<file path="config.mk">
export PLATFORM = sky130hd
export DESIGN_NAME = stream_trigger_gate
export DESIGN_NICKNAME = d
export VERILOG_FILES = /design/src/rtl/trig_gate_pkg.sv /design/src/rtl/trig_cfg_latch.sv /design/src/rtl/trig_cross_detect.sv /design/src/rtl/trig_burst_count.sv /design/src/rtl/stream_trigger_gate.sv
export SDC_FILE = /design/constraint.sdc
export NUM_CORES = 1
export LEC_CHECK = 0
export BUFFER_PORTS_ARGS = -buffer_cell sky130_fd_sc_hd__buf_2
export CORE_ASPECT_RATIO = 0.9
export CORE_UTILIZATION = 60
export CTS_BUF_LIST = sky130_fd_sc_hd__clkbuf_8 sky130_fd_sc_hd__clkbuf_16
export CTS_CLUSTER_SIZE = 30
export DETAILED_ROUTE_END_ITERATION = 16
export PLACE_DENSITY = 0.86
export SKIP_CTS_REPAIR_TIMING = 1
export SLEW_MARGIN = 20
export SYNTH_ARGS = -nofsm -noshare
export SYNTH_HDL_FRONTEND = slang
export SYNTH_SLANG_ARGS = --single-unit
export TNS_END_PERCENT = 1
</file>
<file path="constraint.sdc">
create_clock -name clk -period 5.5 [get_ports clk]
set_clock_uncertainty 0.2 [all_clocks]
set_input_delay 1.1 -clock clk [delete_from_list [all_inputs] [get_ports clk]]
set_output_delay 1.1 -clock clk [all_outputs]
set_load 0.02 [all_outputs]
</file>
<file path="src/rtl/trig_gate_pkg.sv">
package trig_gate_pkg;

   typedef enum logic [1:0] {
      GS_IDLE  = 2'd0,
      GS_ARMED = 2'd1,
      GS_RUN   = 2'd2
   } gate_state_e;

   localparam int SRC_MANUAL = 0;

   function automatic int rise_bit(input int ch);
      return 1 + 2 * ch;
   endfunction

   function automatic int fall_bit(input int ch);
      return 2 + 2 * ch;
   endfunction

endpackage

</file>
<file path="src/rtl/trig_cfg_latch.sv">
module trig_cfg_latch #(
   parameter int EN_W   = 5,
   parameter int LVL_W  = 32,
   parameter int LEN_W  = 16
) (
   input  logic             clk,
   input  logic             rst_n,
   input  logic             load,
   input  logic             busy,
   input  logic [EN_W-1:0]  cfg_en,
   input  logic [LVL_W-1:0] cfg_levels,
   input  logic [LEN_W-1:0] cfg_len,
   output logic [EN_W-1:0]  en_q,
   output logic [LVL_W-1:0] levels_q,
   output logic [LEN_W-1:0] len_q
);

   logic [LEN_W-1:0] len_eff;

   // a zero length is promoted to a single beat
   always_comb begin
      len_eff = cfg_len;
      if (cfg_len == '0) len_eff = LEN_W'(1);
   end

   always_ff @(posedge clk) begin
      if (!rst_n) begin
         en_q     <= '0;
         levels_q <= '0;
         len_q    <= LEN_W'(1);
      end else if (load) begin
         en_q     <= cfg_en;
         levels_q <= cfg_levels;
         len_q    <= len_eff;
      end
   end

   AST_CFG_HOLD: assert property (@(posedge clk) disable iff (!rst_n)
      (busy && $past(busy)) |-> ($stable(en_q) && $stable(levels_q) && $stable(len_q)));

   AST_LEN_NONZERO: assert property (@(posedge clk) disable iff (!rst_n)
      busy |-> (len_q != '0));

endmodule

</file>
<file path="src/rtl/trig_cross_detect.sv">
module trig_cross_detect #(
   parameter int SMP_W = 16
) (
   input  logic             clk,
   input  logic             rst_n,
   input  logic             clear,
   input  logic             adv,
   input  logic [SMP_W-1:0] sample,
   input  logic [SMP_W-1:0] level,
   output logic             rise,
   output logic             fall
);

   logic [SMP_W-1:0] prev_q;
   logic             seeded_q;
   logic             cur_ge, cur_le, prv_lt, prv_gt;

   always_ff @(posedge clk) begin
      if (!rst_n) begin
         prev_q   <= '0;
         seeded_q <= 1'b0;
      end else if (clear) begin
         seeded_q <= 1'b0;
      end else if (adv) begin
         prev_q   <= sample;
         seeded_q <= 1'b1;
      end
   end

   always_comb begin
      cur_ge = $signed(sample) >= $signed(level);
      cur_le = $signed(sample) <= $signed(level);
      prv_lt = $signed(prev_q) <  $signed(level);
      prv_gt = $signed(prev_q) >  $signed(level);
      rise   = seeded_q && cur_ge && prv_lt;
      fall   = seeded_q && cur_le && prv_gt;
   end

   AST_RISE_FALL_EXCL: assert property (@(posedge clk) disable iff (!rst_n)
      !(rise && fall));

   AST_SEED_AFTER_CLEAR: assert property (@(posedge clk) disable iff (!rst_n)
      clear |=> !rise && !fall);

endmodule

</file>
<file path="src/rtl/trig_burst_count.sv">
module trig_burst_count #(
   parameter int LEN_W = 16
) (
   input  logic             clk,
   input  logic             rst_n,
   input  logic             clear,
   input  logic             step,
   input  logic             busy,
   input  logic [LEN_W-1:0] len,
   output logic             last
);

   logic [LEN_W-1:0] cnt_q;

   always_ff @(posedge clk) begin
      if (!rst_n)      cnt_q <= '0;
      else if (clear)  cnt_q <= '0;
      else if (step)   cnt_q <= cnt_q + LEN_W'(1);
   end

   always_comb last = ((cnt_q + LEN_W'(1)) == len);

   AST_CNT_BELOW_LEN: assert property (@(posedge clk) disable iff (!rst_n)
      busy |-> (cnt_q < len));

endmodule

</file>
<file path="src/rtl/stream_trigger_gate.sv">
module stream_trigger_gate
   import trig_gate_pkg::*;
#(
   parameter int N_CH  = 2,
   parameter int SMP_W = 16,
   parameter int LEN_W = 16,
   localparam int DATA_W = N_CH * SMP_W,
   localparam int EN_W   = 1 + 2 * N_CH
) (
   input  logic              clk,
   input  logic              rst_n,
   input  logic [EN_W-1:0]   cfg_trig_en,
   input  logic [DATA_W-1:0] cfg_levels,
   input  logic [LEN_W-1:0]  cfg_post_len,
   input  logic              start,
   input  logic              manual_trig,
   output logic              idle,
   input  logic [DATA_W-1:0] s_tdata,
   input  logic              s_tvalid,
   output logic              s_tready,
   output logic [DATA_W-1:0] m_tdata,
   output logic              m_tvalid,
   input  logic              m_tready,
   output logic              m_tlast
);

   if (N_CH < 1) begin : g_bad_ch
      $error("stream_trigger_gate: N_CH must be at least 1");
   end
   if (SMP_W < 2) begin : g_bad_smp
      $error("stream_trigger_gate: SMP_W must be at least 2");
   end
   if (LEN_W < 1) begin : g_bad_len
      $error("stream_trigger_gate: LEN_W must be at least 1");
   end

   gate_state_e       state_q, state_d;
   logic [EN_W-1:0]   en_q;
   logic [DATA_W-1:0] levels_q;
   logic [LEN_W-1:0]  len_q;
   logic              load, armed, running, busy;
   logic              man_pend_q;
   logic              adv, hit, fwd, last_beat;
   logic [EN_W-1:0]   src_vec;
   logic [N_CH-1:0]   rise_v, fall_v;

   always_comb begin
      armed   = (state_q == GS_ARMED);
      running = (state_q == GS_RUN);
      busy    = armed || running;
      idle    = (state_q == GS_IDLE);
      load    = idle && start;
   end

   trig_cfg_latch #(
      .EN_W  (EN_W),
      .LVL_W (DATA_W),
      .LEN_W (LEN_W)
   ) u_cfg (
      .clk        (clk),
      .rst_n      (rst_n),
      .load       (load),
      .busy       (busy),
      .cfg_en     (cfg_trig_en),
      .cfg_levels (cfg_levels),
      .cfg_len    (cfg_post_len),
      .en_q       (en_q),
      .levels_q   (levels_q),
      .len_q      (len_q)
   );

   // channel 0 (first channel) occupies the top field of the word
   for (genvar c = 0; c < N_CH; c++) begin : g_ch
      localparam int HI = DATA_W - 1 - c * SMP_W;
      trig_cross_detect #(
         .SMP_W (SMP_W)
      ) u_det (
         .clk    (clk),
         .rst_n  (rst_n),
         .clear  (load),
         .adv    (adv),
         .sample (s_tdata[HI -: SMP_W]),
         .level  (levels_q[HI -: SMP_W]),
         .rise   (rise_v[c]),
         .fall   (fall_v[c])
      );
      assign src_vec[rise_bit(c)] = rise_v[c];
      assign src_vec[fall_bit(c)] = fall_v[c];
   end

   assign src_vec[SRC_MANUAL] = man_pend_q;

   // manual request waits for the next accepted beat
   always_ff @(posedge clk) begin
      if (!rst_n)                              man_pend_q <= 1'b0;
      else if (!armed)                         man_pend_q <= 1'b0;
      else if (manual_trig && en_q[SRC_MANUAL]) man_pend_q <= 1'b1;
   end

   always_comb begin
      hit = armed && s_tvalid && (|(src_vec & en_q));
      if (armed)        s_tready = hit ? m_tready : 1'b1;
      else if (running) s_tready = m_tready;
      else              s_tready = 1'b0;
      m_tvalid = hit || (running && s_tvalid);
      m_tdata  = s_tdata;
      adv      = armed && s_tvalid && s_tready;
      fwd      = m_tvalid && m_tready;
   end

   trig_burst_count #(
      .LEN_W (LEN_W)
   ) u_cnt (
      .clk   (clk),
      .rst_n (rst_n),
      .clear (load),
      .step  (fwd),
      .busy  (busy),
      .len   (len_q),
      .last  (last_beat)
   );

   always_comb m_tlast = m_tvalid && last_beat;

   always_comb begin
      state_d = state_q;
      unique case (state_q)
         GS_IDLE:  if (start) state_d = GS_ARMED;
         GS_ARMED: if (fwd)   state_d = last_beat ? GS_IDLE : GS_RUN;
         GS_RUN:   if (fwd && last_beat) state_d = GS_IDLE;
         default:  state_d = GS_IDLE;
      endcase
   end

   always_ff @(posedge clk) begin
      if (!rst_n) state_q <= GS_IDLE;
      else        state_q <= state_d;
   end

   AST_IDLE_QUIET: assert property (@(posedge clk) disable iff (!rst_n)
      idle |-> (!m_tvalid && !s_tready));

   AST_ARMED_DRAIN: assert property (@(posedge clk) disable iff (!rst_n)
      (armed && s_tvalid && !m_tvalid) |-> s_tready);

   AST_LAST_TO_IDLE: assert property (@(posedge clk) disable iff (!rst_n)
      (m_tvalid && m_tready && m_tlast) |=> idle);

   AST_MANUAL_MASKED: assert property (@(posedge clk) disable iff (!rst_n)
      (busy && !en_q[SRC_MANUAL]) |-> !man_pend_q);

   AST_BP_PASS: assert property (@(posedge clk) disable iff (!rst_n)
      (running && !m_tready) |-> !s_tready);

endmodule

</file>
Yosys cells after proc, flatten, opt, wreduce, memory -nomap -nowiden
Index checks and enable logic that the tools add are counted.

Output and inout bits: 36. Word-level logic and storage cells: 61. Register bits: 105. Bits of input ports: 91.

Eq/ne operators: 6. Bitwise gates (word level): 3. Reductions and logical operators: 25. Magnitude comparators: 8. Add/subtract/negate cells: 1. Multiplexer cells: 9.

Operators with widths (count): 16-bit greater-or-equal comparator (2); 16-bit > comparator (2); 16-bit less-or-equal comparator (2); 16-bit < comparator (2); 1-bit logical AND (17); 16-bit by 1-bit adder with 16-bit output (second input constant) (1); 16-bit == test (1); 16-bit logical NOT (1); 16-bit 2-to-1 mux (1); 2-bit 2-to-1 mux (4); 2-bit case mux with 3 select lines (1); 5-bit AND (1); 5-bit OR reduction (1); 2-bit by 1-bit inequality test with 1-bit output (second input constant) (2); 2-bit AND reduction (2); 1-bit 2-to-1 mux (3); 3-bit AND reduction (1); 2-bit by 1-bit == test with 1-bit output (second input constant) (1); 2-bit == test (second input constant) (1); 2-bit logical NOT (1); 2-bit inequality test (second input constant) (1); 1-bit inverter (2); 2-bit OR reduction (1); 1-bit logical OR (1).

Logic depth before layout (Yosys ltp)
Word-level depth: 11. Gate-level depth with buffers: 14. Mapped depth without buffers: 11.

Cells and area by module
A second synthesis with hierarchy kept.

Cells, all modules: 754. Area, all modules: 6681.4 um^2.

Modules (own cells, without submodules): trig_cross_detect (seq. area each 340.3 um^2, cells each 176, area each 1407.6 um^2, instances 2); trig_cfg_latch (seq. area each 1061.0 um^2, cells each 177, area each 2087.0 um^2, instances 1); trig_burst_count (seq. area each 320.3 um^2, cells each 155, area each 1273.7 um^2, instances 1); stream_trigger_gate (seq. area each 60.1 um^2, cells each 70, area each 505.5 um^2, instances 1).

Least setup slack after synthesis
Ideal clock, no wire load.

Kind: input to output. Start point: input s_tdata[15]. End point: output m_tlast. Setup slack: 637 ps. Arrival: 3563 ps. Data required time: 4200 ps. Buffers on the path: 1. Cell stages on the path: 11. Cell sequence: ha_1 nand2_1 or4_1 o21ai_0 a32o_1 and3_1 a221o_1 buf_2 nor2_1 o21ai_0 nor3b_1.

Longest elaborated chain between the ends: 8. Elaborated cells on any way between the ends: 11. Those cells by class: order compare (2); bitwise (1); reduce/logical (8).

RTL lines: start, declared (line stream_trigger_gate.sv:18) `input logic [DATA_W-1:0] s_tdata,`; 16-bit greater-or-equal comparator / 16-bit less-or-equal comparator (equally long branches) (line trig_cross_detect.sv:31, trig_cross_detect.sv:32); 1-bit logical AND, on equally long branches (2 in a row) (line trig_cross_detect.sv:35, trig_cross_detect.sv:36); 5-bit AND (*) (line stream_trigger_gate.sv:101) `hit = armed && s_tvalid && (|(src_vec & en_q));`; 5-bit OR reduction (*) (line stream_trigger_gate.sv:101); 1-bit logical AND (*) (line stream_trigger_gate.sv:101); 1-bit logical OR (*) (line stream_trigger_gate.sv:105) `m_tvalid = hit || (running && s_tvalid);`; 1-bit logical AND (*) (line stream_trigger_gate.sv:123) `always_comb m_tlast = m_tvalid && last_beat;`; end, declared (line stream_trigger_gate.sv:24) `output logic m_tlast`.

Every way passes the cells marked *; elsewhere a longest branch is shown, timed or not.

Worst setup path in the final report
Start point: input s_tdata[23]. End point: output m_tlast.

Same word-level chain as after synthesis.

==> reports/metrics.yaml <==
synthesis:
  ys_ff_latch: 105
  yosysWarnings: 0
  synth_edf_count: 0
  synthArstFlopShare_pct: 0
  yosysTopAreaCellShare_pct: 34.5
  synth_cell_types: 53
  syn-instance-count: 691
  synth_flop_cell: "dfxtp_1"
  netlist_area_um2: 6100
  syn_avg_cell_area_um2: 8.83
  synth_nets: 847
  ys_top_cells_by_area: "dfxtp_1, ha_1, mux2i_1"
  synth_top_cell_by_area: "dfxtp_1"
  yosysSeqAreaShare_pct: 34.5
hold_path:
  hold_path_end: "u_cfg.en_q[3]$_SDFFE_PN0P_"
  min-delay-start: "u_cfg.en_q[3]$_SDFFE_PN0P_"
  whs_path_depth: 1
  hold_class: "flop to flop"
die:
  die_area_um2: 10600
  start_util_pct: 62.3
  dieWidth_um: 108
  ios: 127
  die_h_um: 97.7
  num_rows: 34
  core_um2: 9780
drt:
  final_antenna_net_count: 0
  dr_total_vias: 5189
  drtIter0Drc: 213
  drc_errors: 0
  via_per_inst: 5.73
  drt_wl_total_um: 14200
  wire_per_inst_um: 15.6
  drt_pass1_iterations: 4
placed_design:
  port_buffers: 126
  placed_cells: 890
  hpwlAfterDp_um: 10500
  place.gp.congestion: 0.858
power_and_ir_drop:
  power_mw: 1.79
  p_per_area_nw_per_um2: 261
  leakagePower_nw: 2.94
  ir_drop_mv: 0.234
global_route:
  grt.busiest_layer: "met2"
  met3_usage_pct: 6.17
  grt_use_met1_pct: 35.6
  grt_util_met2_pct: 47.0
  antenna_found_initial: 0
  grt_pass1_vias: 5122
  grt_pass1_wl_um: 23800
  grt.overflow.total: 0
  grt_usage_pct: 28.3
  grt_max_degree: 54
layout:
  fin_cells: 905
  diodes: 0
  layout.nets: 931
  area_delta_synth_final_pct: 12.1
  fin_util_pct: 69.9
  drive_gt1_share_pct: 19.5
sta:
  setup_viol: 0
  fin_crit_sh_pct: 96.8
  relSlewSlack_pct: 31.7
  hold_violations: 0
  fin_crit_ns: 5.33
  worst_pin_slew_ns: 1.03
  slew_violations: 0
  setup-tns-final_ns: 0
  rsz0062_at_grt: "false"
  max_freq_ghz: 0.188
critical_path:
  crit_type: "input port to primary output"
  max_stage_delay_ns: 0.52
  required_ns: 4.20
  regToRegStartpoint: "u_cfg.levels_q[13]$_SDFFE_PN0P_"
  worstSetupStartpointType: "input port"
  r2r_slack_ns: 1.81
  end_kind: "primary output"
  critPathArrivalTime_ns: 4.03
  crit_buf_inv: 2
  cp_cell_sequence: "buf_2, ha_1, nand4_1, a2111oi_2, o31a_1, nor3_1, o31ai_1, nor2_1, o21ai_0, nor3b_1, buf_2"
  crit_top_cell: "buf_2"
  slowest_stage: "o31ai_1"
  worstRegToRegCells: 12
  crit_family: "compound AO/OA/AOI/OAI gates"
  r2r_end: "g_ch[1].u_det.prev_q[0]$_SDFFE_PN0P_"
  worst-path-max-fanout: 3
clock_tree:
  clk_latency_ns: 0.35
  clock_path_buffers: 2
  path_clk_slew_ns: 0.07
  cts-root-buf: "clkbuf_16"
  clock-sinks: 105
  cts_buffers: 9
  cts_tree: "built"
  htreeDepth: 3
job:
  timing.max_cap.violations: 0
run_status:
  status: "complete, no violations"
## worst max-delay path by stage
stage	from	depth (start not counted)	slack [ns]	endpoint
after floorplan	s_tdata[15]	11	0.64	m_tlast
after global placement	s_tdata[27]	11	0.36	m_tlast
after detailed placement	s_tdata[23]	11	0.24	m_tlast
after CTS	s_tdata[23]	11	0.22	m_tlast
after global routing	s_tdata[23]	11	0.09	m_tlast
final	s_tdata[23]	11	0.17	m_tlast
## routing by layer
metal  share of wire (%)  vias to the layer above
met5                   0                        -
met4                 2.0                        0
met3                 5.6                       25
met2                  48                      160
met1                  44                     2426
li1                    -                     2578
## logic make-up after synthesis
family,synth area share [%]
AOI/OAI and AO/OA,16.0
xor gates and xnor gates,4.59
adders and majority gates,13.3
buffers and inverters,8.43
DFF,34.5
muxes,5.60
and+or+nand+nor,17.6
## where the power goes
group          total [mW]  switching, mW  internal, mW
logic               0.353          0.206         0.147
clock network       0.613          0.282         0.330
registers           0.820         0.0212         0.799
total                1.79          0.510          1.28
## placed cells by master (no fill, tap or decap), types with 9 or more instances in the layout
cell / count
nand2_1: 69
nand3_1: 9
clkbuf_16: 9
inv_1: 42
xnor2_1: 20
or3_1: 9
a22o_1: 22
xor2_1: 12
nor2b_1: 35
nor4_1: 10
ha_1: 65
nor2_1: 24
a21oi_1: 35
dfxtp_1: 105
o21ai_0: 48
mux2i_1: 33
nand4_1: 14
buf_2: 126
## registers in the layout (all words and copies together), names as in the netlist
name and count:
state_q 2, u_cfg.len_q 16, man_pend_q 1, u_cfg.en_q 5, u_cfg.levels_q 32, g_ch.u_det.seeded_q 1
u_cnt.cnt_q 16, g_ch.u_det.prev_q 32
## layout make-up
cell class	count	area (um^2)
Multi-Input combinational cell	488	3480
Fill cell	785	2950
Sequential cell	105	2100
Timing Repair Buffer	129	653
Clock buffer	11	253
Inverter	42	158
Tap cell	126	158
Clock inverter	4	27.5
## synthesized netlist by cell type, drive strengths merged (11+ instances only)
library cell	n
a21oi	35
o21ai	52
xor2	12
nor4	11
buf	38
inv	42
xnor2	20
a22o	22
nand2	69
dfxtp	105
ha	65
nor2	24
clkbuf	18
nor2b	35
nand4	14
mux2i	33
## per-stage QoR
step	setup slack [ns]	hold WS [ns]	area, um^2
final	0.173	0.283	6840
after global placement	0.363	0.266	6560
after floorplan	0.637	0.249	6100
after detailed placement	0.236	0.265	6560
after global routing	0.0873	0.317	6840
after CTS	0.217	0.286	6840
(Power assumes the default switching activity.)
